### src/rtl/sfq_pkg.sv
package sfq_pkg;

   localparam int unsigned REG_W  = 32;
   localparam int unsigned ADDR_W = 6;
   localparam int unsigned FLAG_W = 8;

   // register byte offsets
   localparam logic [ADDR_W-1:0] OFS_CFG    = 6'h00;
   localparam logic [ADDR_W-1:0] OFS_LEVEL  = 6'h04;
   localparam logic [ADDR_W-1:0] OFS_TXFLAG = 6'h08;
   localparam logic [ADDR_W-1:0] OFS_TXEN   = 6'h0C;
   localparam logic [ADDR_W-1:0] OFS_TXCLR  = 6'h10;
   localparam logic [ADDR_W-1:0] OFS_RXFLAG = 6'h14;
   localparam logic [ADDR_W-1:0] OFS_RXEN   = 6'h18;
   localparam logic [ADDR_W-1:0] OFS_RXCLR  = 6'h1C;
   localparam logic [ADDR_W-1:0] OFS_TXDATA = 6'h20;
   localparam logic [ADDR_W-1:0] OFS_RXDATA = 6'h24;

   // configuration field positions
   localparam int unsigned CFG_RXTHR_LSB = 0;
   localparam int unsigned CFG_TXTHR_LSB = 4;
   localparam int unsigned CFG_WID_LSB   = 8;
   localparam int unsigned CFG_RXFLUSH   = 11;
   localparam int unsigned CFG_TXFLUSH   = 12;
   localparam int unsigned THR_W         = 4;

   // level field positions and width
   localparam int unsigned LVL_RX_LSB = 8;
   localparam int unsigned LVL_TX_LSB = 16;
   localparam int unsigned LVL_W      = 5;

   // flag bit positions
   localparam int unsigned FLG_FULL  = 0;
   localparam int unsigned FLG_EMPTY = 1;
   localparam int unsigned FLG_THR   = 5;
   localparam int unsigned FLG_REL   = 6;

   localparam logic [FLAG_W-1:0] TX_STICKY = 8'h40;
   localparam logic [FLAG_W-1:0] RX_STICKY = 8'h60;

   typedef enum logic [1:0] {
      WID_8  = 2'd0,
      WID_16 = 2'd1,
      WID_24 = 2'd2,
      WID_32 = 2'd3
   } word_wid_e;

   function automatic logic [REG_W-1:0] wid_mask(word_wid_e w);
      logic [REG_W-1:0] m;
      case (w)
         WID_8:   m = 32'h0000_00FF;
         WID_16:  m = 32'h0000_FFFF;
         WID_24:  m = 32'h00FF_FFFF;
         default: m = 32'hFFFF_FFFF;
      endcase
      return m;
   endfunction

endpackage

### src/rtl/sfq_fifo.sv
module sfq_fifo #(
   parameter int unsigned DATA_W = 32,
   parameter int unsigned DEPTH  = 16,
   localparam int unsigned PTR_W = (DEPTH > 1) ? $clog2(DEPTH) : 1,
   localparam int unsigned CNT_W = $clog2(DEPTH + 1)
) (
   input  logic              clk_i,
   input  logic              rst_ni,
   input  logic              flush_i,
   input  logic              push_i,
   input  logic [DATA_W-1:0] push_data_i,
   input  logic              pop_i,
   output logic [DATA_W-1:0] head_o,
   output logic [CNT_W-1:0]  count_o,
   output logic              full_o,
   output logic              empty_o
);

   generate
      if (DEPTH < 2) begin : g_bad_depth
         $error("sfq_fifo: DEPTH must be at least 2");
      end
      if ((DEPTH & (DEPTH - 1)) != 0) begin : g_bad_pow2
         $error("sfq_fifo: DEPTH must be a power of two");
      end
   endgenerate

   logic [DATA_W-1:0] mem_q [DEPTH];
   logic [PTR_W-1:0]  wp_q, rp_q;
   logic [CNT_W-1:0]  cnt_q;
   logic              do_push, do_pop;

   assign full_o  = (cnt_q == CNT_W'(DEPTH));
   assign empty_o = (cnt_q == '0);
   assign do_push = push_i && !full_o && !flush_i;
   assign do_pop  = pop_i && !empty_o && !flush_i;

   always_ff @(posedge clk_i or negedge rst_ni) begin
      if (!rst_ni) begin
         wp_q  <= '0;
         rp_q  <= '0;
         cnt_q <= '0;
      end else if (flush_i) begin
         wp_q  <= '0;
         rp_q  <= '0;
         cnt_q <= '0;
      end else begin
         if (do_push) wp_q <= wp_q + 1'b1;
         if (do_pop)  rp_q <= rp_q + 1'b1;
         if (do_push && !do_pop)      cnt_q <= cnt_q + 1'b1;
         else if (do_pop && !do_push) cnt_q <= cnt_q - 1'b1;
      end
   end

   always_ff @(posedge clk_i) begin
      if (do_push) mem_q[wp_q] <= push_data_i;
   end

   assign head_o  = mem_q[rp_q];
   assign count_o = cnt_q;

   AST_FIFO_BOUND: assert property (@(posedge clk_i) disable iff (!rst_ni)
      count_o <= CNT_W'(DEPTH));
   AST_FULL_PUSH_DROPPED: assert property (@(posedge clk_i) disable iff (!rst_ni)
      (push_i && full_o && !pop_i && !flush_i) |=> (count_o == CNT_W'(DEPTH)));
   AST_EMPTY_POP_DROPPED: assert property (@(posedge clk_i) disable iff (!rst_ni)
      (pop_i && empty_o && !push_i && !flush_i) |=> empty_o);
   AST_FLUSH_EMPTIES: assert property (@(posedge clk_i) disable iff (!rst_ni)
      flush_i |=> (count_o == '0));

endmodule

### src/rtl/sfq_flags.sv
module sfq_flags #(
   parameter int unsigned         NBITS  = 8,
   parameter logic [NBITS-1:0]    STICKY = '0
) (
   input  logic             clk_i,
   input  logic             rst_ni,
   input  logic [NBITS-1:0] evt_i,
   input  logic             en_we_i,
   input  logic [NBITS-1:0] en_data_i,
   input  logic             clr_we_i,
   input  logic [NBITS-1:0] clr_data_i,
   output logic [NBITS-1:0] flag_o,
   output logic [NBITS-1:0] en_o,
   output logic             irq_o
);

   logic [NBITS-1:0] flag_w;
   logic [NBITS-1:0] en_q;
   logic             unused_clr;

   assign unused_clr = ^(clr_data_i & ~STICKY);

   // sticky bits latch their event, level bits mirror it
   for (genvar b = 0; b < NBITS; b++) begin : g_bit
      if (STICKY[b]) begin : g_sticky
         logic bit_q;
         always_ff @(posedge clk_i or negedge rst_ni) begin
            if (!rst_ni)                         bit_q <= 1'b0;
            else if (evt_i[b])                   bit_q <= 1'b1;
            else if (clr_we_i && clr_data_i[b])  bit_q <= 1'b0;
         end
         assign flag_w[b] = bit_q;
      end else begin : g_level
         assign flag_w[b] = evt_i[b];
      end
   end

   always_ff @(posedge clk_i or negedge rst_ni) begin
      if (!rst_ni)      en_q <= '0;
      else if (en_we_i) en_q <= en_data_i;
   end

   assign flag_o = flag_w;
   assign en_o   = en_q;
   assign irq_o  = |(flag_w & en_q);

   AST_STICKY_HOLDS: assert property (@(posedge clk_i) disable iff (!rst_ni)
      ((flag_w & STICKY & ~({NBITS{clr_we_i}} & clr_data_i)) != '0)
      |=> ((flag_w & $past(flag_w & STICKY & ~({NBITS{clr_we_i}} & clr_data_i)))
           == $past(flag_w & STICKY & ~({NBITS{clr_we_i}} & clr_data_i))));
   AST_IRQ_NEEDS_ENABLE: assert property (@(posedge clk_i) disable iff (!rst_ni)
      irq_o |-> (en_q != '0));

endmodule

### src/rtl/sfq_spi_fifo_irq.sv
module sfq_spi_fifo_irq
   import sfq_pkg::*;
#(
   parameter int unsigned DATA_W = 32,
   parameter int unsigned DEPTH  = 16
) (
   input  logic                clk_i,
   input  logic                rst_ni,
   input  logic                reg_wr_i,
   input  logic                reg_rd_i,
   input  logic [ADDR_W-1:0]   reg_addr_i,
   input  logic [REG_W-1:0]    reg_wdata_i,
   output logic [REG_W-1:0]    reg_rdata_o,
   input  logic                tx_pop_i,
   output logic [DATA_W-1:0]   tx_word_o,
   output logic                tx_avail_o,
   input  logic                rx_push_i,
   input  logic [DATA_W-1:0]   rx_word_i,
   output logic                rx_room_o,
   input  logic                slave_rel_i,
   output logic                tx_irq_o,
   output logic                rx_irq_o
);

   localparam int unsigned CNT_W = $clog2(DEPTH + 1);

   generate
      if (DATA_W != REG_W) begin : g_bad_width
         $error("sfq_spi_fifo_irq: DATA_W must equal the register width");
      end
      if (CNT_W > LVL_W) begin : g_bad_level
         $error("sfq_spi_fifo_irq: DEPTH does not fit the level fields");
      end
   endgenerate

   // register decode
   logic wr_cfg, wr_txd, wr_txen, wr_txclr, wr_rxen, wr_rxclr, rd_rxd;
   assign wr_cfg   = reg_wr_i && (reg_addr_i == OFS_CFG);
   assign wr_txd   = reg_wr_i && (reg_addr_i == OFS_TXDATA);
   assign wr_txen  = reg_wr_i && (reg_addr_i == OFS_TXEN);
   assign wr_txclr = reg_wr_i && (reg_addr_i == OFS_TXCLR);
   assign wr_rxen  = reg_wr_i && (reg_addr_i == OFS_RXEN);
   assign wr_rxclr = reg_wr_i && (reg_addr_i == OFS_RXCLR);
   assign rd_rxd   = reg_rd_i && (reg_addr_i == OFS_RXDATA);

   // configuration
   logic [THR_W-1:0] rx_thr_q, tx_thr_q;
   word_wid_e        wid_q;
   logic             rx_flush, tx_flush;

   always_ff @(posedge clk_i or negedge rst_ni) begin
      if (!rst_ni) begin
         rx_thr_q <= '0;
         tx_thr_q <= '0;
         wid_q    <= WID_32;
      end else if (wr_cfg) begin
         rx_thr_q <= reg_wdata_i[CFG_RXTHR_LSB +: THR_W];
         tx_thr_q <= reg_wdata_i[CFG_TXTHR_LSB +: THR_W];
         wid_q    <= word_wid_e'(reg_wdata_i[CFG_WID_LSB +: 2]);
      end
   end

   assign rx_flush = wr_cfg && reg_wdata_i[CFG_RXFLUSH];
   assign tx_flush = wr_cfg && reg_wdata_i[CFG_TXFLUSH];

   logic [DATA_W-1:0] act_mask;
   assign act_mask = wid_mask(wid_q);

   // queues
   logic [DATA_W-1:0] tx_head, rx_head;
   logic [CNT_W-1:0]  tx_cnt, rx_cnt;
   logic              tx_full, tx_empty, rx_full, rx_empty;

   sfq_fifo #(.DATA_W(DATA_W), .DEPTH(DEPTH)) u_txq (
      .clk_i       (clk_i),
      .rst_ni      (rst_ni),
      .flush_i     (tx_flush),
      .push_i      (wr_txd),
      .push_data_i (reg_wdata_i & act_mask),
      .pop_i       (tx_pop_i),
      .head_o      (tx_head),
      .count_o     (tx_cnt),
      .full_o      (tx_full),
      .empty_o     (tx_empty)
   );

   sfq_fifo #(.DATA_W(DATA_W), .DEPTH(DEPTH)) u_rxq (
      .clk_i       (clk_i),
      .rst_ni      (rst_ni),
      .flush_i     (rx_flush),
      .push_i      (rx_push_i),
      .push_data_i (rx_word_i),
      .pop_i       (rd_rxd),
      .head_o      (rx_head),
      .count_o     (rx_cnt),
      .full_o      (rx_full),
      .empty_o     (rx_empty)
   );

   assign tx_word_o  = tx_head;
   assign tx_avail_o = !tx_empty;
   assign rx_room_o  = !rx_full;

   // event sources
   logic [FLAG_W-1:0] tx_evt, rx_evt;
   logic              rx_over_thr;

   assign rx_over_thr = (rx_cnt > CNT_W'(rx_thr_q));

   always_comb begin
      tx_evt            = '0;
      tx_evt[FLG_FULL]  = tx_full;
      tx_evt[FLG_EMPTY] = tx_empty;
      tx_evt[FLG_REL]   = slave_rel_i;
      rx_evt            = '0;
      rx_evt[FLG_THR]   = rx_over_thr;
      rx_evt[FLG_REL]   = slave_rel_i;
   end

   logic [FLAG_W-1:0] tx_flag, tx_en, rx_flag, rx_en;

   sfq_flags #(.NBITS(FLAG_W), .STICKY(TX_STICKY)) u_txflg (
      .clk_i      (clk_i),
      .rst_ni     (rst_ni),
      .evt_i      (tx_evt),
      .en_we_i    (wr_txen),
      .en_data_i  (reg_wdata_i[FLAG_W-1:0]),
      .clr_we_i   (wr_txclr),
      .clr_data_i (reg_wdata_i[FLAG_W-1:0]),
      .flag_o     (tx_flag),
      .en_o       (tx_en),
      .irq_o      (tx_irq_o)
   );

   sfq_flags #(.NBITS(FLAG_W), .STICKY(RX_STICKY)) u_rxflg (
      .clk_i      (clk_i),
      .rst_ni     (rst_ni),
      .evt_i      (rx_evt),
      .en_we_i    (wr_rxen),
      .en_data_i  (reg_wdata_i[FLAG_W-1:0]),
      .clr_we_i   (wr_rxclr),
      .clr_data_i (reg_wdata_i[FLAG_W-1:0]),
      .flag_o     (rx_flag),
      .en_o       (rx_en),
      .irq_o      (rx_irq_o)
   );

   // read mux
   always_comb begin
      reg_rdata_o = '0;
      case (reg_addr_i)
         OFS_CFG: begin
            reg_rdata_o[CFG_RXTHR_LSB +: THR_W] = rx_thr_q;
            reg_rdata_o[CFG_TXTHR_LSB +: THR_W] = tx_thr_q;
            reg_rdata_o[CFG_WID_LSB +: 2]       = wid_q;
         end
         OFS_LEVEL: begin
            reg_rdata_o[LVL_RX_LSB +: CNT_W] = rx_cnt;
            reg_rdata_o[LVL_TX_LSB +: CNT_W] = tx_cnt;
         end
         OFS_TXFLAG: reg_rdata_o[FLAG_W-1:0] = tx_flag;
         OFS_TXEN:   reg_rdata_o[FLAG_W-1:0] = tx_en;
         OFS_RXFLAG: reg_rdata_o[FLAG_W-1:0] = rx_flag;
         OFS_RXEN:   reg_rdata_o[FLAG_W-1:0] = rx_en;
         OFS_RXDATA: reg_rdata_o = rx_head & act_mask;
         default:    reg_rdata_o = '0;
      endcase
   end

   AST_RX_THR_LATCHES: assert property (@(posedge clk_i) disable iff (!rst_ni)
      rx_over_thr |=> rx_flag[FLG_THR]);
   AST_TX_EMPTY_IRQ: assert property (@(posedge clk_i) disable iff (!rst_ni)
      (tx_en[FLG_EMPTY] && !tx_avail_o) |-> tx_irq_o);
   AST_RX_ROOM_LEVEL: assert property (@(posedge clk_i) disable iff (!rst_ni)
      (rx_push_i && !rx_room_o && !rd_rxd && !rx_flush) |=> !rx_room_o);

endmodule

### config.mk
export PLATFORM = sky130hd
export DESIGN_NAME = sfq_spi_fifo_irq
export DESIGN_NICKNAME = d
export VERILOG_FILES = /design/src/rtl/sfq_pkg.sv /design/src/rtl/sfq_fifo.sv /design/src/rtl/sfq_flags.sv /design/src/rtl/sfq_spi_fifo_irq.sv
export SDC_FILE = /design/constraint.sdc
export NUM_CORES = 1
export LEC_CHECK = 0
export ABC_AREA = 1
export BUFFER_PORTS_ARGS = -buffer_cell sky130_fd_sc_hd__buf_2
export CORE_UTILIZATION = 35
export DETAILED_ROUTE_END_ITERATION = 12
export MAX_ROUTING_LAYER = met4
export SLEW_MARGIN = 20
export SYNTH_ARGS = -nofsm -noshare
export SYNTH_HDL_FRONTEND = slang
export SYNTH_SLANG_ARGS = --single-unit
### constraint.sdc
create_clock -name clk_i -period 3.4 [get_ports clk_i]
set_input_delay 1.02 -clock clk_i [delete_from_list [all_inputs] [get_ports clk_i]]
set_output_delay 1.02 -clock clk_i [all_outputs]
set_load 0.02 [all_outputs]
==> reports/qor_table.md <==
| Group | Item | Reported |
| --- | --- | --- |
| synthesis | Number of enable flip-flop cells after synthesis | 1024 |
| worst setup path | Max Fanout on Critical Path | 8 |
| pwr | Cell-internal power | 0.0288 W |
| detailed routing | Routed via count divided by cell count | 5.35 |
| clock tree | Total of hold buffers inserted after clock tree synthesis | 0 |
| pwr | Net load switching power | 0.0159 W |
| sta | RSZ-0062 raised after global routing | yes |
| sta | # setup viols final | 64 |
| clock tree | Clock-pin transition on the worst setup and hold timing paths | 70 ps |
| outcome | Violated checks | setup timing |
| synthesis | Area share of the largest cell type after synthesis | 70.7% |
| detailed routing | 1st-pass router iterations | 6 |
| hold path | Hold/Removal Path Class | input port to asynchronous set/reset pin |
| pwr | Maximum ir drop on the vdd rail | 0.883 mV |
| pwr | Fraction of power consumed by sequential logic | 35.3% |
| clock tree | Number of buffers added by the clock tree synthesis step | 109 |
| worst setup path | Kind of start point of the critical path | register |
| die | Horiz. Die Dim | 354 um |
| outcome | Run status | complete, but fails checks |
| layout | Count of non-filler cells in the finished layout | 5633 |
| global routing | GR Overflow Total | 0 |
| detailed routing | Remaining routing DRC violations | 0 |
| synthesis | Post-synthesis net count | 3591 |
| synthesis | Library cell with the highest instance count after synthesis | sky130_fd_sc_hd__edfxtp_1 |
| die | Effective utilization at floorplan | 35.5% |
| worst setup path | Category of the most critical setup path | register to output pin |
| die | Number of standard-cell rows in the floorplan | 128 |
| pwr | Pwr Total | 0.0447 W |
| synthesis | Top cells by count, synth | sky130_fd_sc_hd__edfxtp_1, sky130_fd_sc_hd__nand2_1, sky130_fd_sc_hd__nor2_1, sky130_fd_sc_hd__o21ai_0, sky130_fd_sc_hd__nand3_1 |
| pwr | Leakage power summed over all cells | 19.8 nW |
| synthesis | Leading cell types by total area after synthesis | sky130_fd_sc_hd__edfxtp_1, sky130_fd_sc_hd__o21ai_0, sky130_fd_sc_hd__nand2_1 |
| clock tree | Clock sink count | 1079 |
| worst setup path | Largest stage delay on the critical path | 570 ps |
| layout | Fill count | 10784 |
| sta | Highest achievable clock rate | 275 MHz |
| detailed routing | WL final | 132 mm |
| synthesis | Average size of a mapped cell | 12.5 um^2 |
| layout | Proportion of layout cells with a drive suffix above 1 | 24.6% |
| die | Floorplan die area | 126000 um^2 |
| global routing | Largest net degree at the start of global routing | 56 |
| flow run | Max-capacitance violation count | 0 |
| placed design | Number of buffers inserted by port buffering | 144 |
| sta | Headroom to the max-slew limit | 43.3% |
| sta | Layout Skew | 80.9 ps |
| worst setup path | Slowest cell on the critical path | sky130_fd_sc_hd__dfrtp_4 |
| sta | Final Hold Viols | 0 |
| worst setup path | Worst r2r src | u_rxq.count_o[0] |
| worst setup path | Critical path launch point | u_rxq.rp_q[0] |
| synthesis | Post-synthesis instance total | 3490 |
| worst setup path | CP required | 2380 ps |
| detailed routing | Post-detailed-route wirelength per cell | 23.5 um |
| detailed routing | Residual antenna-violating net count after detailed routing | 0 |
| layout | Layout overhead on the synthesized area | 28.6% |
| placed design | Placer Congestion | 0.889 |
| sta | Worst-case hold slack | 325 ps |
| sta | Measured slew at the worst slew-check pin | 849 ps |
| sta | Crit path time final | 3640 ps |
| synthesis | Summed instance area of the synthesized netlist | 43500 um^2 |
| global routing | Global routing usage summed across all routing layers | 20.4% |
| synthesis | FFs w/ async S/R, synth | 5.10% |
| die | Die extent in y | 354 um |
| sta | Post-layout worst setup margin | -241 ps |
| clock tree | Max Buffers Root-to-Sink | 3 |
| worst setup path | Ordered list of cells on the worst path | inv_12 -> buf_6 -> buf_12 -> buf_12 -> clkbuf_16 -> o21ai_0 -> o21ai_1 -> nand2_1 -> nand3_1 -> nand3_1 -> o21ai_1 -> buf_4 |
| detailed routing | Routed via count | 30110 |
| placed design | Cell total after placement | 5286 |
| synthesis | Count of unique library cells instantiated by Yosys | 45 |
| layout | Post-layout net count | 4003 |
| placed design | HPWL after detailed placement | 75.4 mm |
| synthesis | FF+latch count, synth | 1079 |
| synthesis | Post-synthesis sequential area ratio | 73.9% |
| clock tree | Total number of H-tree levels | 3 |
| clock tree | Insertion delay to the later sink of the worst-skew pair | 740 ps |
| clock tree | Clock tree from TritonCTS | yes |
| global routing | Global-route wire length before repair | 186 mm |
| die | Std-Cell Core Area | 123000 um^2 |
| synthesis | Yosys top cell by area | sky130_fd_sc_hd__edfxtp_1 |
| detailed routing | Iter 0 DRT Violations | 3822 |
| global routing | Number of antenna violations at the first check in global routing | 19 |
| sta | Final-report max-slew violation count | 0 |
| worst setup path | Data arrival time of the critical path | 2620 ps |
| synthesis | Synth warn | 0 |
| die | Top-level I/O count | 145 |
| pwr | Switching share of total power | 35.5% |
| sta | Ratio of final minimum period to clock period | 107% |
| pwr | Cell area power density | 800 nW/um^2 |
| pwr | Combinational power share | 38.6% |
| worst setup path | Type of element capturing the critical path | output pin |
| global routing | Number of global-route vias before repair | 27640 |
| synthesis | Primary FF master, synth | sky130_fd_sc_hd__edfxtp_1 |
| pwr | Share of power burned in the clock network | 26.2% |
| clock tree | Clock tree root driver cell | sky130_fd_sc_hd__clkbuf_16 |
-- routing by layer --
| layer | track usage [%] | wire [um] |
|---|---|---|
| met1 | 28.1 | 55600 |
| met2 | 31.2 | 62000 |
| met3 | 3.98 | 12400 |
| met4 | 4.42 | 2320 |
| met5 | - | 0 |
-- through the flow --
step           setup TNS (ps)  instance area [um^2]  worst slack [ps]  util [%]
6_report                -9310                 55900              -241      45.6
2_1_floorplan          -53700                 43500              -135         -
4_1_cts                -11690                 53900              -276      44.0
3_3_place_gp             -331                 48400              -133      39.5
3_5_place_dp             -553                 48400              -120      39.5
5_1_grt                -15920                 55900              -368      45.6
-- worst max-delay path: cells and delay by family, from the launching register on --
kind / cells / cell delay [ps]
AO/OA/AOI/OAI: 3 / 320
buffers and inverters: 6 / 820
flip-flops: 1 / 570
AND/OR/NAND/NOR: 3 / 230
-- layout by cell type (no fill, tap or decap), types with 10 or more instances in the layout --
master / netlist / routed
sky130_fd_sc_hd__dfrtp_1: 53 / 45
sky130_fd_sc_hd__o31ai_2: 0 / 10
sky130_fd_sc_hd__o221ai_2: 0 / 14
sky130_fd_sc_hd__nand4_1: 20 / 20
sky130_fd_sc_hd__buf_12: 0 / 93
sky130_fd_sc_hd__clkbuf_16: 0 / 135
sky130_fd_sc_hd__clkinv_1: 2 / 19
sky130_fd_sc_hd__nor2_4: 3 / 37
sky130_fd_sc_hd__o21ai_2: 0 / 36
sky130_fd_sc_hd__nand2_1: 561 / 530
sky130_fd_sc_hd__a21oi_2: 1 / 11
sky130_fd_sc_hd__o21ai_1: 20 / 132
sky130_fd_sc_hd__nand2_2: 11 / 31
sky130_fd_sc_hd__nor2_2: 3 / 41
sky130_fd_sc_hd__o21ai_0: 422 / 271
sky130_fd_sc_hd__nand3_4: 2 / 10
sky130_fd_sc_hd__nand3_1: 163 / 115
sky130_fd_sc_hd__o2111ai_1: 15 / 10
sky130_fd_sc_hd__ha_1: 22 / 22
sky130_fd_sc_hd__buf_16: 0 / 34
sky130_fd_sc_hd__clkinv_2: 0 / 25
sky130_fd_sc_hd__clkbuf_1: 103 / 26
sky130_fd_sc_hd__o221ai_1: 34 / 19
sky130_fd_sc_hd__nor2_1: 523 / 451
sky130_fd_sc_hd__edfxtp_1: 1024 / 1024
sky130_fd_sc_hd__buf_6: 4 / 66
sky130_fd_sc_hd__buf_2: 78 / 85
sky130_fd_sc_hd__inv_1: 92 / 88
sky130_fd_sc_hd__buf_4: 16 / 178
sky130_fd_sc_hd__nand3_2: 1 / 41
sky130_fd_sc_hd__a21oi_1: 96 / 86
sky130_fd_sc_hd__o211ai_1: 22 / 22
sky130_fd_sc_hd__diode_2: 0 / 16
sky130_fd_sc_hd__o22ai_1: 122 / 99
sky130_fd_sc_hd__o22ai_2: 0 / 23
sky130_fd_sc_hd__buf_8: 0 / 12
-- sequential cells by signal (all words and copies together) (netlist names), 5 cells and up --
name,count
u_rxflg.en_o,8
u_rxq.count_o,5
u_rxq.mem_q,512
u_txflg.en_o,8
u_txq.count_o,5
u_txq.mem_q,512
-- final timing paths --
path | to | slack (ps) | cells past startpoint
max | reg_rdata_o[12] | -240 | 12
min | u_txq.rp_q[3] | 320 | 2
max reg2reg | u_rxq.count_o[4] | 810 | 15
min reg2reg | tx_thr_q[1] | 490 | 2
max in group asynchronous | u_rxq.rp_q[0] | 2730 | 2
min in group clk_i | tx_thr_q[1] | 490 | 2
-- kinds of logic after synthesis --
logic type                 after synthesis  share of synthesized area (%)
and+or+nand+nor                       1319                           12.4
DFF                                   1079                           73.9
AOI/OAI and AO/OA                      757                           9.78
buffers and inverters                  307                           3.09
adders and majority gates               24                          0.725
xor gates and xnor gates                 4                         0.0806
-- timing repair --
item                       4_1_cts  5_1_grt
gates resized for setup        292      352
cloned                          31       34
setup endpoints to repair       64       65
setup buffers                   40       28
pin swaps                       50       93
-- layout make-up --
class                   count  area (um^2)  share of cell area, %
repair buffers            500         6300                   11.3
multi-input cells        2105        11400                   20.4
repair inverters            4         50.0                 0.0895
diodes                     16         40.0                 0.0716
well taps                1625         2030                   3.64
flip-flops and latches   1079        32200                   57.5
clock inverters            62          591                   1.06
inverters                 103          444                  0.795
clock buffers             139         2880                   5.15
-- power groups by stage --
stage                     Sequential [W]  Combinational, W  Clock [W]
after floorplan                   0.0158           0.00722          0
after global placement            0.0160            0.0121          0
after detailed placement          0.0160            0.0122          0
after CTS                         0.0157            0.0152     0.0118
after global routing              0.0158            0.0183     0.0123
final                             0.0158            0.0172     0.0117
Note: power is estimated with default switching activity, not from simulation.
